$ cat src/rtl/mon_entry_pkg.sv
package mon_entry_pkg;
  typedef enum logic [1:0] {
    BOOT_SAMPLE = 2'd0,
    BOOT_WAIT   = 2'd1,
    BOOT_RUN    = 2'd2
  } boot_st_e;
endpackage

$ cat src/rtl/mon_rst_sync.sv
module mon_rst_sync #(
  parameter int STAGES = 2
) (
  input  logic clk,
  input  logic rst_n,
  output logic rst_n_sync
);
  logic [STAGES-1:0] chain_q;

  always_ff @(posedge clk or negedge rst_n) begin
    if (!rst_n) chain_q <= '0;
    else        chain_q <= {chain_q[STAGES-2:0], 1'b1};
  end

  assign rst_n_sync = chain_q[STAGES-1];
endmodule

$ cat src/rtl/mon_entry_seq.sv
module mon_entry_seq
  import mon_entry_pkg::*;
#(
  parameter int              MODE_W   = 2,
  parameter logic [MODE_W-1:0] MODE_REQ = 2'b10,
  parameter int              DATA_W   = 8
) (
  input  logic              clk,
  input  logic              rst_n,
  input  logic              hv_irq,
  input  logic [MODE_W-1:0] mode_sel,
  input  logic              clk_strap_n,
  input  logic              vec_valid,
  input  logic [DATA_W-1:0] vec_byte_hi,
  input  logic [DATA_W-1:0] vec_byte_lo,
  output logic              vec_req,
  output logic              cpu_go,
  output logic              mon_mode,
  output logic              clk_bypass
);
  localparam logic [DATA_W-1:0] ERASED = {DATA_W{1'b1}};

  boot_st_e st_q, st_d;
  logic hv_ok_q, hv_ok_d;
  logic strap_q, strap_d;
  logic mon_q, mon_d;
  logic byp_q, byp_d;
  logic samp_en, dec_en;
  logic erased;

  assign erased  = (vec_byte_hi == ERASED) && (vec_byte_lo == ERASED);
  assign samp_en = (st_q == BOOT_SAMPLE);
  assign dec_en  = (st_q == BOOT_WAIT) && vec_valid;

  always_comb begin
    st_d    = st_q;
    hv_ok_d = hv_ok_q;
    strap_d = strap_q;
    mon_d   = mon_q;
    byp_d   = byp_q;
    unique case (st_q)
      BOOT_SAMPLE: begin
        hv_ok_d = hv_irq && (mode_sel == MODE_REQ);
        strap_d = clk_strap_n;
        st_d    = BOOT_WAIT;
      end
      BOOT_WAIT: begin
        if (vec_valid) begin
          mon_d = hv_ok_q || erased;
          byp_d = (hv_ok_q || erased) && !strap_q;
          st_d  = BOOT_RUN;
        end
      end
      default: st_d = BOOT_RUN;
    endcase
  end

  always_ff @(posedge clk or negedge rst_n) begin
    if (!rst_n) begin
      st_q    <= BOOT_SAMPLE;
      hv_ok_q <= 1'b0;
      strap_q <= 1'b1;
      mon_q   <= 1'b0;
      byp_q   <= 1'b0;
    end else begin
      st_q <= st_d;
      if (samp_en) begin
        hv_ok_q <= hv_ok_d;
        strap_q <= strap_d;
      end
      if (dec_en) begin
        mon_q <= mon_d;
        byp_q <= byp_d;
      end
    end
  end

  assign vec_req    = (st_q == BOOT_WAIT);
  assign cpu_go     = (st_q == BOOT_RUN);
  assign mon_mode   = mon_q;
  assign clk_bypass = byp_q;
endmodule

$ cat src/rtl/mon_wdog_gate.sv
module mon_wdog_gate (
  input  logic clk,
  input  logic rst_n,
  input  logic run,
  input  logic mon_mode,
  input  logic hv_irq,
  input  logic hv_rst,
  input  logic cfg_wd_dis,
  output logic wdog_en
);
  logic prev_irq_q, prev_rst_q;
  logic armed_q, armed_d;
  logic hv_gone;

  assign hv_gone = (prev_irq_q && !hv_irq) || (prev_rst_q && !hv_rst);

  always_comb begin
    armed_d = armed_q;
    if (run && mon_mode && hv_gone) armed_d = 1'b1;
  end

  always_ff @(posedge clk or negedge rst_n) begin
    if (!rst_n) begin
      prev_irq_q <= 1'b0;
      prev_rst_q <= 1'b0;
      armed_q    <= 1'b0;
    end else begin
      prev_irq_q <= hv_irq;
      prev_rst_q <= hv_rst;
      armed_q    <= armed_d;
    end
  end

  assign wdog_en = run && !cfg_wd_dis && (!mon_mode || armed_q);
endmodule

$ cat src/rtl/mon_vec_remap.sv
module mon_vec_remap #(
  parameter int                ADDR_W    = 16,
  parameter int                SPAN_LG   = 2,
  parameter logic [ADDR_W-1:0] USER_BASE = 16'hFFFC,
  parameter logic [ADDR_W-1:0] MON_BASE  = 16'hFEFC
) (
  input  logic              mon_mode,
  input  logic [ADDR_W-1:0] addr_in,
  output logic [ADDR_W-1:0] addr_out
);
  localparam int TAG_W = ADDR_W - SPAN_LG;
  localparam logic [TAG_W-1:0] USER_TAG = USER_BASE[ADDR_W-1:SPAN_LG];
  localparam logic [TAG_W-1:0] MON_TAG  = MON_BASE[ADDR_W-1:SPAN_LG];

  logic hit;

  assign hit = (addr_in[ADDR_W-1:SPAN_LG] == USER_TAG);

  always_comb begin
    addr_out = addr_in;
    if (mon_mode && hit) addr_out = {MON_TAG, addr_in[SPAN_LG-1:0]};
  end
endmodule

$ cat src/rtl/mon_entry_ctrl.sv
module mon_entry_ctrl
  import mon_entry_pkg::*;
#(
  parameter int                MODE_W    = 2,
  parameter logic [MODE_W-1:0] MODE_REQ  = 2'b10,
  parameter int                DATA_W    = 8,
  parameter int                ADDR_W    = 16,
  parameter int                SPAN_LG   = 2,
  parameter logic [ADDR_W-1:0] USER_BASE = 16'hFFFC,
  parameter logic [ADDR_W-1:0] MON_BASE  = 16'hFEFC,
  parameter int                SYNC_STG  = 2
) (
  input  logic              clk,
  input  logic              rst_n,
  input  logic              hv_irq,
  input  logic              hv_rst,
  input  logic [MODE_W-1:0] mode_sel,
  input  logic              clk_strap_n,
  output logic              vec_req,
  input  logic              vec_valid,
  input  logic [DATA_W-1:0] vec_byte_hi,
  input  logic [DATA_W-1:0] vec_byte_lo,
  input  logic              cfg_wd_dis,
  input  logic [ADDR_W-1:0] cpu_addr,
  output logic              cpu_go,
  output logic              mon_mode,
  output logic              clk_bypass,
  output logic              wdog_en,
  output logic [ADDR_W-1:0] vec_addr
);
  logic rst_n_i;

  mon_rst_sync #(.STAGES(SYNC_STG)) u_sync (
    .clk        (clk),
    .rst_n      (rst_n),
    .rst_n_sync (rst_n_i)
  );

  mon_entry_seq #(
    .MODE_W   (MODE_W),
    .MODE_REQ (MODE_REQ),
    .DATA_W   (DATA_W)
  ) u_seq (
    .clk         (clk),
    .rst_n       (rst_n_i),
    .hv_irq      (hv_irq),
    .mode_sel    (mode_sel),
    .clk_strap_n (clk_strap_n),
    .vec_valid   (vec_valid),
    .vec_byte_hi (vec_byte_hi),
    .vec_byte_lo (vec_byte_lo),
    .vec_req     (vec_req),
    .cpu_go      (cpu_go),
    .mon_mode    (mon_mode),
    .clk_bypass  (clk_bypass)
  );

  mon_wdog_gate u_wdog (
    .clk        (clk),
    .rst_n      (rst_n_i),
    .run        (cpu_go),
    .mon_mode   (mon_mode),
    .hv_irq     (hv_irq),
    .hv_rst     (hv_rst),
    .cfg_wd_dis (cfg_wd_dis),
    .wdog_en    (wdog_en)
  );

  mon_vec_remap #(
    .ADDR_W    (ADDR_W),
    .SPAN_LG   (SPAN_LG),
    .USER_BASE (USER_BASE),
    .MON_BASE  (MON_BASE)
  ) u_remap (
    .mon_mode (mon_mode),
    .addr_in  (cpu_addr),
    .addr_out (vec_addr)
  );
endmodule

$ cat config.mk
export PLATFORM = sky130hd
export DESIGN_NAME = mon_entry_ctrl
export DESIGN_NICKNAME = d
export VERILOG_FILES = /design/src/rtl/mon_entry_pkg.sv /design/src/rtl/mon_rst_sync.sv /design/src/rtl/mon_entry_seq.sv /design/src/rtl/mon_wdog_gate.sv /design/src/rtl/mon_vec_remap.sv /design/src/rtl/mon_entry_ctrl.sv
export SDC_FILE = /design/constraint.sdc
export NUM_CORES = 1
export LEC_CHECK = 0
export ABC_CLOCK_PERIOD_IN_PS = 2200
export BUFFER_PORTS_ARGS = -buffer_cell sky130_fd_sc_hd__buf_4
export CAP_MARGIN = 10
export CORE_MARGIN = 4
export CORE_UTILIZATION = 34
export CTS_CLUSTER_SIZE = 14
export DETAILED_ROUTE_END_ITERATION = 16
export HOLD_SLACK_MARGIN = 0.03
export PLACE_DENSITY_LB_ADDON = 0.12
export SLEW_MARGIN = 20
export SYNTH_ARGS = -nofsm -noshare
export SYNTH_HDL_FRONTEND = slang
export SYNTH_SLANG_ARGS = --single-unit
export TNS_END_PERCENT = 30
$ cat constraint.sdc
create_clock -name clk -period 2.2 [get_ports clk]
set_input_delay 0.22 -clock clk [delete_from_list [all_inputs] [get_ports clk]]
set_output_delay 0.22 -clock clk [all_outputs]
set_load 0.005 [all_outputs]
==> flow_metrics.env <==
export IMPL_vias=584
export IMPL_grt_max_degree=10
export IMPL_setup_viol=0
export IMPL_tritoncts="done"
export IMPL_final_common_cell="buf_4"
export IMPL_vias_per_cell=4.75
export IMPL_synth_edf_count=0
export IMPL_cts_sink_count=11
export IMPL_io_buffers=57
export IMPL_netlist_area_sq_um=543
export IMPL_dpl_hpwl_mm=1.36
export IMPL_total_power_uw=554
export IMPL_synth_flop_cell="dfrtp_1"
export IMPL_core_sq_um=1510
export IMPL_gp_congestion=0.677
export IMPL_cellPowerDensity_nw_per_um2=575
export IMPL_synth_nets=101
export IMPL_final_layout_size_suffix_gt1_share_pct=58.9
export IMPL_drt_iter0_markers=4
export IMPL_nets=149
export IMPL_syn_instance_count=60
export IMPL_ys_ff_latch=11
export IMPL_dieWidth_microns=48.0
export IMPL_ant_nets=0
export IMPL_ff2ff_setup_slack_ps=1170
export IMPL_period_share_pct=69.0
export IMPL_first_global_vias=557
export IMPL_cts_buffers=3
export IMPL_cts_root_buffer="clkbuf_4"
export IMPL_ys_seq_area_share_pct=50.9
export IMPL_fmax_ghz=0.659
export IMPL_grt_ovfl_total=0
export IMPL_period_minus_slack_ps=1520
export IMPL_grt_pass1_wl_mm=2.27
export IMPL_crit_arrival_ps=1300
export IMPL_worst_r2r_cell_count=3
export IMPL_track_usage_pct=14.9
export IMPL_dieArea_sq_um=2300
export IMPL_io_pins=62
export IMPL_path_clk_slew_ps=60
export IMPL_hold_violations=0
export IMPL_antenna_diode_count=0
export IMPL_start_util_pct=36.0
export IMPL_worstSetupPathType="reg -> out"
export IMPL_rows=14
export IMPL_die_y_microns=48.0
export IMPL_clock_skew_ps=0.786
export IMPL_drt_total_wl_mm=1.55
export IMPL_drc=0
export IMPL_r2r_end="u_seq.mon_mode"
export IMPL_maxCapViolCount=0
export IMPL_max_vdd_ir_drop_uv=399
export IMPL_max_clock_path_buffers=2
export IMPL_final_cell_mix="buf_4, dfrtp_1, nand4_1, inv_1"
export IMPL_ys_warn_count=0
export IMPL_dr_pass1_iters=3
export IMPL_wl_per_cell_microns=12.6
export IMPL_rr_startpoint="u_seq.st_q[1]"
export IMPL_rsz0062_at_grt="false"
export IMPL_hp_class="in -> reg"
export IMPL_holdCritStartpoint="hv_rst"
export IMPL_synth_cell_types=22
export IMPL_crit_start="u_seq.mon_mode"
export IMPL_synthArstFlopShare_pct=100
export IMPL_area_delta_synth_final_pct=77.4
export IMPL_postCtsSetupBuffers=0
export IMPL_tns_ps=0
export IMPL_endpoint="vec_addr[8]"
export IMPL_synth_avg_cell_area_sq_um=9.05
export IMPL_leakagePower_uw=0.000509
export IMPL_start_kind="flip-flop"
export IMPL_critPathRequiredTime_ps=1980
export IMPL_endpoint_kind="output port"
export IMPL_crit_path_max_fanout=4
export IMPL_h_tree_depth=1
export IMPL_insertion_delay_ps=260
export IMPL_cts_resized=0
export IMPL_antenna_found_initial=0
export IMPL_slew_viol_final=0
export IMPL_status="finished clean"
timing repair:
item                                    in CTS  in global routing
endpoints found under the setup margin       0                  0
endpoints found under the hold margin        2                  0
hold buffers                                 1                  0
registers in the layout, summed over array words and instances, names as in the netlist:
signal and flops:
u_seq.strap_q 1, u_seq.st_q 2, u_wdog.prev_rst_q 1, u_sync.chain_q 2, u_seq.hv_ok_q 1, u_wdog.armed_q 1
u_seq.mon_mode 1, u_wdog.prev_irq_q 1, u_seq.clk_bypass 1
Yosys cell counts, types with 2 or more instances:
library cell / instances / share of area (%)
nor2b_1: 2 / 2.3
o21ai_0: 3 / 2.8
nand2_1: 3 / 2.1
inv_1: 5 / 3.5
nand4_1: 6 / 6.9
dfrtp_1: 10 / 46
nor2_1: 3 / 2.1
clkbuf_1: 13 / 9.0
buf_4: 2 / 2.8
per-stage QoR:
step	area (sq um)	setup WS (ps)	utilization, %	hold WS [ps]	cells
6_report	963	682	64.0	68.6	123
5_1_grt	963	596	64.0	53.5	123
4_1_cts	963	662	64.0	60.3	123
3_5_place_dp	927	962	61.5	3.78	118
3_3_place_gp	927	983	61.5	2.63	118
2_1_floorplan	543	1100	-	-75.6	60
cells by family after synthesis:
kind of cell    after synthesis  synth area share [%]
mux                           1                  1.84
compound gates               10                  12.9
flops                        11                  50.9
simple gates                 17                  18.4
buf+inv                      20                  15.2
other cells                   1                 0.691
critical path, stage by stage, from the launching register on:
cell and delay [ps]:
dfrtp_1 380, nand4_1 110, o41a_1 400, buf_4 140
power breakdown:
part | internal, uW | leakage (uW) | switching (uW) | total, uW
Sequential | 239 | 0.000126 | 23.1 | 262
Clock | 70.1 | 0.0000150 | 61.0 | 131
Combinational | 105 | 0.000368 | 56.5 | 162
Total | 414 | 0.000509 | 141 | 554
worst min path at each step:
stage	endpoint	slack [ps]	cells after the start
3_5_place_dp	u_sync.chain_q[1]	4	1
6_report	u_wdog.prev_rst_q	70	1
3_3_place_gp	u_sync.chain_q[1]	3	1
5_1_grt	u_wdog.prev_rst_q	50	1
2_1_floorplan	u_sync.chain_q[0]	-80	0
4_1_cts	u_wdog.prev_rst_q	60	1
per-layer routing:
| layer | routed length [microns] | global-route usage, % | up-vias |
|---|---|---|---|
| met5 | 0 | 0 | - |
| met2 | 907 | 29.6 | 22 |
| met1 | 450 | 12.8 | 270 |
| met3 | 167 | 5.64 | 5 |
| li1 | - | - | 287 |
| met4 | 25 | 6.45 | 0 |
final cells by class:
type | count | area [sq um]
fill | 147 | 543
sequential | 11 | 277
clock buffer | 4 | 26.3
multi-input combinational | 29 | 184
inverter | 5 | 18.8
tap | 16 | 20.0
timing repair buffer | 58 | 438
(Power assumes the default switching activity.)
